File: src/rtl/cfg_spi_pkg.sv
package cfg_spi_pkg;
  typedef enum logic [1:0] {
    PH_DEV  = 2'd0,
    PH_PTR  = 2'd1,
    PH_DATA = 2'd2,
    PH_SKIP = 2'd3
  } phase_e;
endpackage

File: src/rtl/cfg_spi_sync.sv
module cfg_spi_sync #(
  parameter int WIDTH  = 3,
  parameter int STAGES = 2
) (
  input  logic             clk,
  input  logic             rst_n,
  input  logic [WIDTH-1:0] din,
  output logic [WIDTH-1:0] dout
);
  for (genvar b = 0; b < WIDTH; b++) begin : g_bit
    logic [STAGES-1:0] chain_q;
    logic [STAGES-1:0] chain_d;

    always_comb chain_d = {chain_q[STAGES-2:0], din[b]};

    always_ff @(posedge clk or negedge rst_n) begin
      if (!rst_n) chain_q <= '0;
      else        chain_q <= chain_d;
    end

    assign dout[b] = chain_q[STAGES-1];
  end
endmodule

File: src/rtl/cfg_spi_edges.sv
module cfg_spi_edges (
  input  logic clk,
  input  logic rst_n,
  input  logic sel_n_s,
  input  logic sclk_s,
  output logic sel_fall,
  output logic sclk_rise,
  output logic mode
);
  logic sel_prev_q, sclk_prev_q, mode_q, mode_d;

  always_comb begin
    sel_fall  = sel_prev_q & ~sel_n_s;
    sclk_rise = ~sclk_prev_q & sclk_s;
    mode_d    = mode_q | sel_fall;
  end

  always_ff @(posedge clk or negedge rst_n) begin
    if (!rst_n) begin
      sel_prev_q  <= 1'b0;
      sclk_prev_q <= 1'b0;
      mode_q      <= 1'b0;
    end else begin
      sel_prev_q  <= sel_n_s;
      sclk_prev_q <= sclk_s;
      mode_q      <= mode_d;
    end
  end

  assign mode = mode_q;

  // once selected, serial mode is never dropped without reset
  assert_mode_sticky_R7: assert property (@(posedge clk) disable iff (!rst_n)
    mode_q |=> mode_q);
  // the flag only rises on a chip-select fall
  assert_mode_cause_R7: assert property (@(posedge clk) disable iff (!rst_n)
    (!mode_q && !sel_fall) |=> !mode_q);
endmodule

File: src/rtl/cfg_spi_frame.sv
module cfg_spi_frame
  import cfg_spi_pkg::*;
#(
  parameter int          DW       = 8,
  parameter int          AW       = 7,
  parameter logic [DW-2:0] DEV_ID = 7'b0010000
) (
  input  logic          clk,
  input  logic          rst_n,
  input  logic          sel_idle,
  input  logic          sclk_rise,
  input  logic          sdi_s,
  output logic          wr_stb,
  output logic [AW-1:0] wr_addr,
  output logic [DW-1:0] wr_data
);
  localparam int CW = $clog2(DW);

  phase_e        phase_q, phase_d;
  logic [CW-1:0] cnt_q, cnt_d;
  logic [DW-2:0] shf_q, shf_d;
  logic [AW-1:0] ptr_q, ptr_d;
  logic          incr_q, incr_d;
  logic          stb_q, stb_d;
  logic [AW-1:0] addr_q;
  logic [DW-1:0] data_q;
  logic [DW-1:0] byte_w;
  logic          last_bit;

  always_comb begin
    byte_w   = {shf_q, sdi_s};
    last_bit = (cnt_q == CW'(DW - 1));
    phase_d  = phase_q;
    cnt_d    = cnt_q;
    shf_d    = shf_q;
    ptr_d    = ptr_q;
    incr_d   = incr_q;
    stb_d    = 1'b0;
    if (sel_idle) begin
      phase_d = PH_DEV;
      cnt_d   = '0;
    end else if (sclk_rise) begin
      shf_d = byte_w[DW-2:0];
      cnt_d = last_bit ? '0 : cnt_q + 1'b1;
      if (last_bit) begin
        unique case (phase_q)
          PH_DEV:  phase_d = (byte_w[DW-1:1] == DEV_ID && !byte_w[0]) ? PH_PTR : PH_SKIP;
          PH_PTR: begin
            ptr_d   = byte_w[AW-1:0];
            incr_d  = byte_w[DW-1];
            phase_d = PH_DATA;
          end
          PH_DATA: begin
            stb_d = 1'b1;
            if (incr_q) ptr_d = ptr_q + 1'b1;
          end
          PH_SKIP: phase_d = PH_SKIP;
          default: phase_d = PH_SKIP;
        endcase
      end
    end
  end

  always_ff @(posedge clk or negedge rst_n) begin
    if (!rst_n) begin
      phase_q <= PH_DEV;
      cnt_q   <= '0;
      shf_q   <= '0;
      ptr_q   <= '0;
      incr_q  <= 1'b0;
      stb_q   <= 1'b0;
      addr_q  <= '0;
      data_q  <= '0;
    end else begin
      phase_q <= phase_d;
      cnt_q   <= cnt_d;
      shf_q   <= shf_d;
      ptr_q   <= ptr_d;
      incr_q  <= incr_d;
      stb_q   <= stb_d;
      if (stb_d) begin
        addr_q <= ptr_q;
        data_q <= byte_w;
      end
    end
  end

  assign wr_stb  = stb_q;
  assign wr_addr = addr_q;
  assign wr_data = data_q;

  // an idle chip select returns the frame to the identifier phase
  assert_abort_R8: assert property (@(posedge clk) disable iff (!rst_n)
    sel_idle |=> (phase_q == PH_DEV && cnt_q == '0));
  // strobe never lasts two cycles
  assert_stb_single_R9: assert property (@(posedge clk) disable iff (!rst_n)
    stb_q |=> !stb_q);
  // writes only come out of the data phase
  assert_stb_in_data_R4: assert property (@(posedge clk) disable iff (!rst_n)
    stb_q |-> phase_q == PH_DATA);
  // pointer has advanced past the reported address
  assert_ptr_step_R5: assert property (@(posedge clk) disable iff (!rst_n)
    (stb_q && incr_q) |-> ptr_q == AW'(addr_q + 1'b1));
  // pointer unchanged when increment is off
  assert_ptr_hold_R6: assert property (@(posedge clk) disable iff (!rst_n)
    (stb_q && !incr_q) |-> ptr_q == addr_q);
endmodule

File: src/rtl/cfg_spi_wr_port.sv
module cfg_spi_wr_port #(
  parameter int           SYNC_STAGES = 2,
  parameter int           DW          = 8,
  parameter int           AW          = 7,
  parameter logic [DW-2:0] DEV_ID     = 7'b0010000
) (
  input  logic          clk,
  input  logic          rst_n,
  input  logic          sel_n,
  input  logic          sclk,
  input  logic          sdi,
  output logic          wr_stb,
  output logic [AW-1:0] wr_addr,
  output logic [DW-1:0] wr_data,
  output logic          spi_mode
);
  logic [1:0] rst_pipe_q;
  logic       rst_int_n;
  logic [2:0] pins_s;
  logic       sel_fall, sclk_rise;

  always_ff @(posedge clk or negedge rst_n) begin
    if (!rst_n) rst_pipe_q <= 2'b00;
    else        rst_pipe_q <= {rst_pipe_q[0], 1'b1};
  end
  assign rst_int_n = rst_pipe_q[1];

  cfg_spi_sync #(.WIDTH(3), .STAGES(SYNC_STAGES)) u_sync (
    .clk  (clk),
    .rst_n(rst_int_n),
    .din  ({sdi, sclk, sel_n}),
    .dout (pins_s)
  );

  cfg_spi_edges u_edges (
    .clk      (clk),
    .rst_n    (rst_int_n),
    .sel_n_s  (pins_s[0]),
    .sclk_s   (pins_s[1]),
    .sel_fall (sel_fall),
    .sclk_rise(sclk_rise),
    .mode     (spi_mode)
  );

  cfg_spi_frame #(.DW(DW), .AW(AW), .DEV_ID(DEV_ID)) u_frame (
    .clk      (clk),
    .rst_n    (rst_int_n),
    .sel_idle (pins_s[0]),
    .sclk_rise(sclk_rise),
    .sdi_s    (pins_s[2]),
    .wr_stb   (wr_stb),
    .wr_addr  (wr_addr),
    .wr_data  (wr_data)
  );
endmodule

File: config.mk
export PLATFORM = sky130hd
export DESIGN_NAME = cfg_spi_wr_port
export DESIGN_NICKNAME = d
export VERILOG_FILES = /design/src/rtl/cfg_spi_pkg.sv /design/src/rtl/cfg_spi_sync.sv /design/src/rtl/cfg_spi_edges.sv /design/src/rtl/cfg_spi_frame.sv /design/src/rtl/cfg_spi_wr_port.sv
export SDC_FILE = /design/constraint.sdc
export NUM_CORES = 1
export LEC_CHECK = 0
export BUFFER_PORTS_ARGS = -buffer_cell sky130_fd_sc_hd__buf_2
export CAP_MARGIN = 20
export CORE_UTILIZATION = 40
export CTS_CLUSTER_SIZE = 30
export DETAILED_ROUTE_END_ITERATION = 10
export GPL_ROUTABILITY_DRIVEN = 0
export MAX_ROUTING_LAYER = met4
export PLACE_DENSITY = 0.59
export SYNTH_ARGS = -nofsm -noshare
export SYNTH_HDL_FRONTEND = slang
export SYNTH_SLANG_ARGS = --single-unit
File: constraint.sdc
create_clock -name clk -period 1.5 [get_ports clk]
set_input_delay 0.3 -clock clk [delete_from_list [all_inputs] [get_ports clk]]
set_output_delay 0.3 -clock clk [all_outputs]
set_load 0.005 [all_outputs]
==> out/results.ini <==
[sta]
hold_viol_final = 0
slew_headroom = 0.628
fin_crit_sh = 1.03
setup_viol = 4
rsz0062_at_grt = true
fmax_mhz = 648
fin_skew_ns = 0.00370
tns_ns = -0.138
final_max_slew_viol_count = 0
worst_slew_pin_slew_ns = 0.558
period_needed_ns = 1.54
setup_ws_ns = -0.0431

[clock_tree]
cts_buffers = 5
clkTransAtPathRegs_ns = 0.08
cts_tree = yes
cts_max_level = 2
worstSkewPairLatency_ns = 0.30
cts-root-buf = clkbuf_8
clock_path_buffers = 2
cts.sinks = 47

[die]
start_util = 0.418
core_mm2 = 0.00472
dieArea_mm2 = 0.00522
die_h_um = 72.3
die_w_um = 72.3
rows = 25
ios = 22

[pwr]
seq_power_share = 0.606
p_clk_frac = 0.297
irDropWorstVdd_uv = 407
switching_share = 0.257
combPwrFrac = 0.097
p_switching_uw = 627
leakage_uw = 0.00125
p_per_area_mw_per_mm2 = 964
cell_internal_pwr_uw = 1810
total_power_uw = 2440

[global_route]
busiest_layer = met2
grt_pass1_wl_um = 5950
grt_max_degree = 46
grt.overflow.total = 0
antenna_found_initial = 0
use_met1 = 0.184
grt_pass1_vias = 1245
met3_usage = 0.0444
track_usage = 0.156
met2_usage = 0.249

[critical_path]
crit_path_end_kind = register
required_ns = 1.69
r2r-end = u_frame.ptr_q[6]
reg2regPathDepth = 7
crit_type = reg2reg
cp-start-kind = register
rr_startpoint = u_frame.cnt_q[0]
r2r_slack_ns = -0.04
crit_path_max_fanout = 6
crit_arrival_ns = 1.73

[routing]
vias_per_cell = 4.89
wirelength_um = 3650
dr.first_iter.drc_count = 96
vias = 1261
wl_per_cell_um = 14.2
drcViolationCount = 0
ant_nets = 0
first_pass_iters = 4

[placement]
hpwlAfterDp_um = 2300
portBuffers = 21

[synth]
ys_seq_area_frac = 0.596
syn_inst = 146
postSynthAreaPerCell_um2 = 13.5
syn-num-nets = 155
synth_ff_type = dfrtp_1
synth_edf_count = 0
async_flop_share = 1.00
syn_area_mm2 = 0.00197
ys_warn_count = 0
ys_types = 39
synth_seq_cells = 47

[hold_path]
hold_class = in2reg
hp-start = sclk
hold_depth = 1
holdPathEnd = u_sync.g_bit[1].chain_q[0]

[job]
drv_cap = 0

[status]
outcome = finished, violations left
violations = negative setup slack

[cells_and_area]
layout-drive-gt1-share = 0.471
fillers = 404
nets = 200
insertedDiodeCount = 0
syn_to_final_growth_pct = 28.3

## cell type report
type | count | area, um^2 | area share
Inverter | 3 | 11.3 | 0.00445
Sequential cell | 47 | 1180 | 0.465
Clock inverter | 2 | 13.8 | 0.00543
Multi-Input combinational cell | 91 | 836 | 0.330
Timing Repair Buffer | 43 | 340 | 0.134
Tap cell | 67 | 83.8 | 0.0331
Clock buffer | 5 | 68.8 | 0.0272
## worst max path at each step
stage                      from                  to  slack [ns]  cells past startpoint
2_1_floorplan  u_frame.cnt_q[0]    u_frame.ptr_q[0]       0.002                      7
3_3_place_gp   u_frame.cnt_q[1]    u_frame.ptr_q[3]       -0.03                      7
3_5_place_dp   u_frame.cnt_q[0]  u_frame.wr_data[1]       -0.07                      4
4_1_cts        u_frame.cnt_q[0]    u_frame.ptr_q[6]       -0.03                      7
5_1_grt        u_frame.cnt_q[0]    u_frame.ptr_q[5]       -0.10                      7
6_report       u_frame.cnt_q[0]    u_frame.ptr_q[6]       -0.04                      7
## synthesized netlist by cell type (all sizes together), types with 2 or more instances
cell    instances  area [um^2]
a21oi           8         43.8
a31oi           2         12.5
buf             5         40.0
dfrtp          47         1180
ha              4         50.1
inv             3         11.3
mux2           23          293
mux2i           2         20.0
nand2           9         33.8
nand2b          4         25.0
nand3           4         32.5
nand4           2         12.5
nor2           10         53.8
nor3b           2         15.0
o21ai           2         10.0
o22ai           2         12.5
## power groups by stage
stage               Clock (uW)  Combinational, uW  Sequential [uW]
finish                     726                237             1480
global placement             0                210             1490
CTS                        751                223             1470
global route               810                269             1500
floorplan                    0                152             1470
detailed placement           0                219             1500
## placed cells by master (no fill, tap or decap), drive strengths merged, types with 4 or more instances in the layout
master   n
a21oi    8
buf     40
clkbuf   7
dfrtp   47
ha       4
mux2    23
nand2    9
nand2b   4
nand3    4
nor2    10
## metrics by stage
| stage | setup WS (ns) | hold WS, ns | std cells | utilization | area [um^2] |
|---|---|---|---|---|---|
| CTS | -0.0287 | 0.0927 | 253 | 0.506 | 2390 |
| global placement | -0.0318 | 0.0846 | 240 | 0.473 | 2230 |
| finish | -0.0431 | 0.103 | 258 | 0.536 | 2530 |
| detailed placement | -0.0656 | 0.0860 | 240 | 0.473 | 2230 |
| global route | -0.104 | 0.0854 | 258 | 0.536 | 2530 |
| floorplan | 0.00182 | 0.00441 | 146 | - | 1990 |
## worst max-delay path, cell delays in order (launching register included)
cell and delay [ns]:
dfrtp_1 0.41, ha_4 0.17, ha_4 0.14, nand4bb_4 0.12, a21oi_4 0.20, buf_12 0.15, nand2_4 0.04, a22o_1 0.20
## cells by family (layout without fill, tap and decap cells)
| logic type | count (synthesis) | after routing | share of synthesized area |
|---|---|---|---|
| flip-flops | 47 | 47 | 0.596 |
| AO/OA/AOI/OAI | 21 | 21 | 0.0697 |
| AND/OR/NAND/NOR | 39 | 39 | 0.119 |
| adder cells (fa/ha/maj) | 4 | 4 | 0.0253 |
| buffers and inverters | 8 | 53 | 0.0260 |
| other | 1 | 1 | 0.00190 |
| XOR/XNOR | 1 | 1 | 0.00444 |
| multiplexers | 25 | 25 | 0.158 |
## metal layers
metal  up-vias  share of wire
li1        606              -
met1       631           0.45
met2        17           0.50
met3         7          0.025
met4         0          0.019
met5         -              0
## flip-flops by register name (all words and copies together), names as in the netlist
register,cells
u_edges.mode,1
u_edges.sclk_prev_q,1
u_frame.incr_q,1
rst_pipe_q,2
u_frame.ptr_q,7
u_frame.shf_q,7
u_sync.g_bit.chain_q,6
u_frame.wr_data,8
u_frame.phase_q,2
u_frame.wr_addr,7
u_frame.wr_stb,1
u_frame.cnt_q,3
u_edges.sel_prev_q,1
## repair_timing
action | 4_1_cts | 5_1_grt
hold endpoints to repair | 2 | 0
setup buffers | 5 | 3
pin swaps | 1 | 3
hold buffers | 1 | 0
cloned | 0 | 2
setup endpoints to repair | 19 | 21
gates resized for setup | 3 | 15
Note: power is estimated with default switching activity, not from simulation.
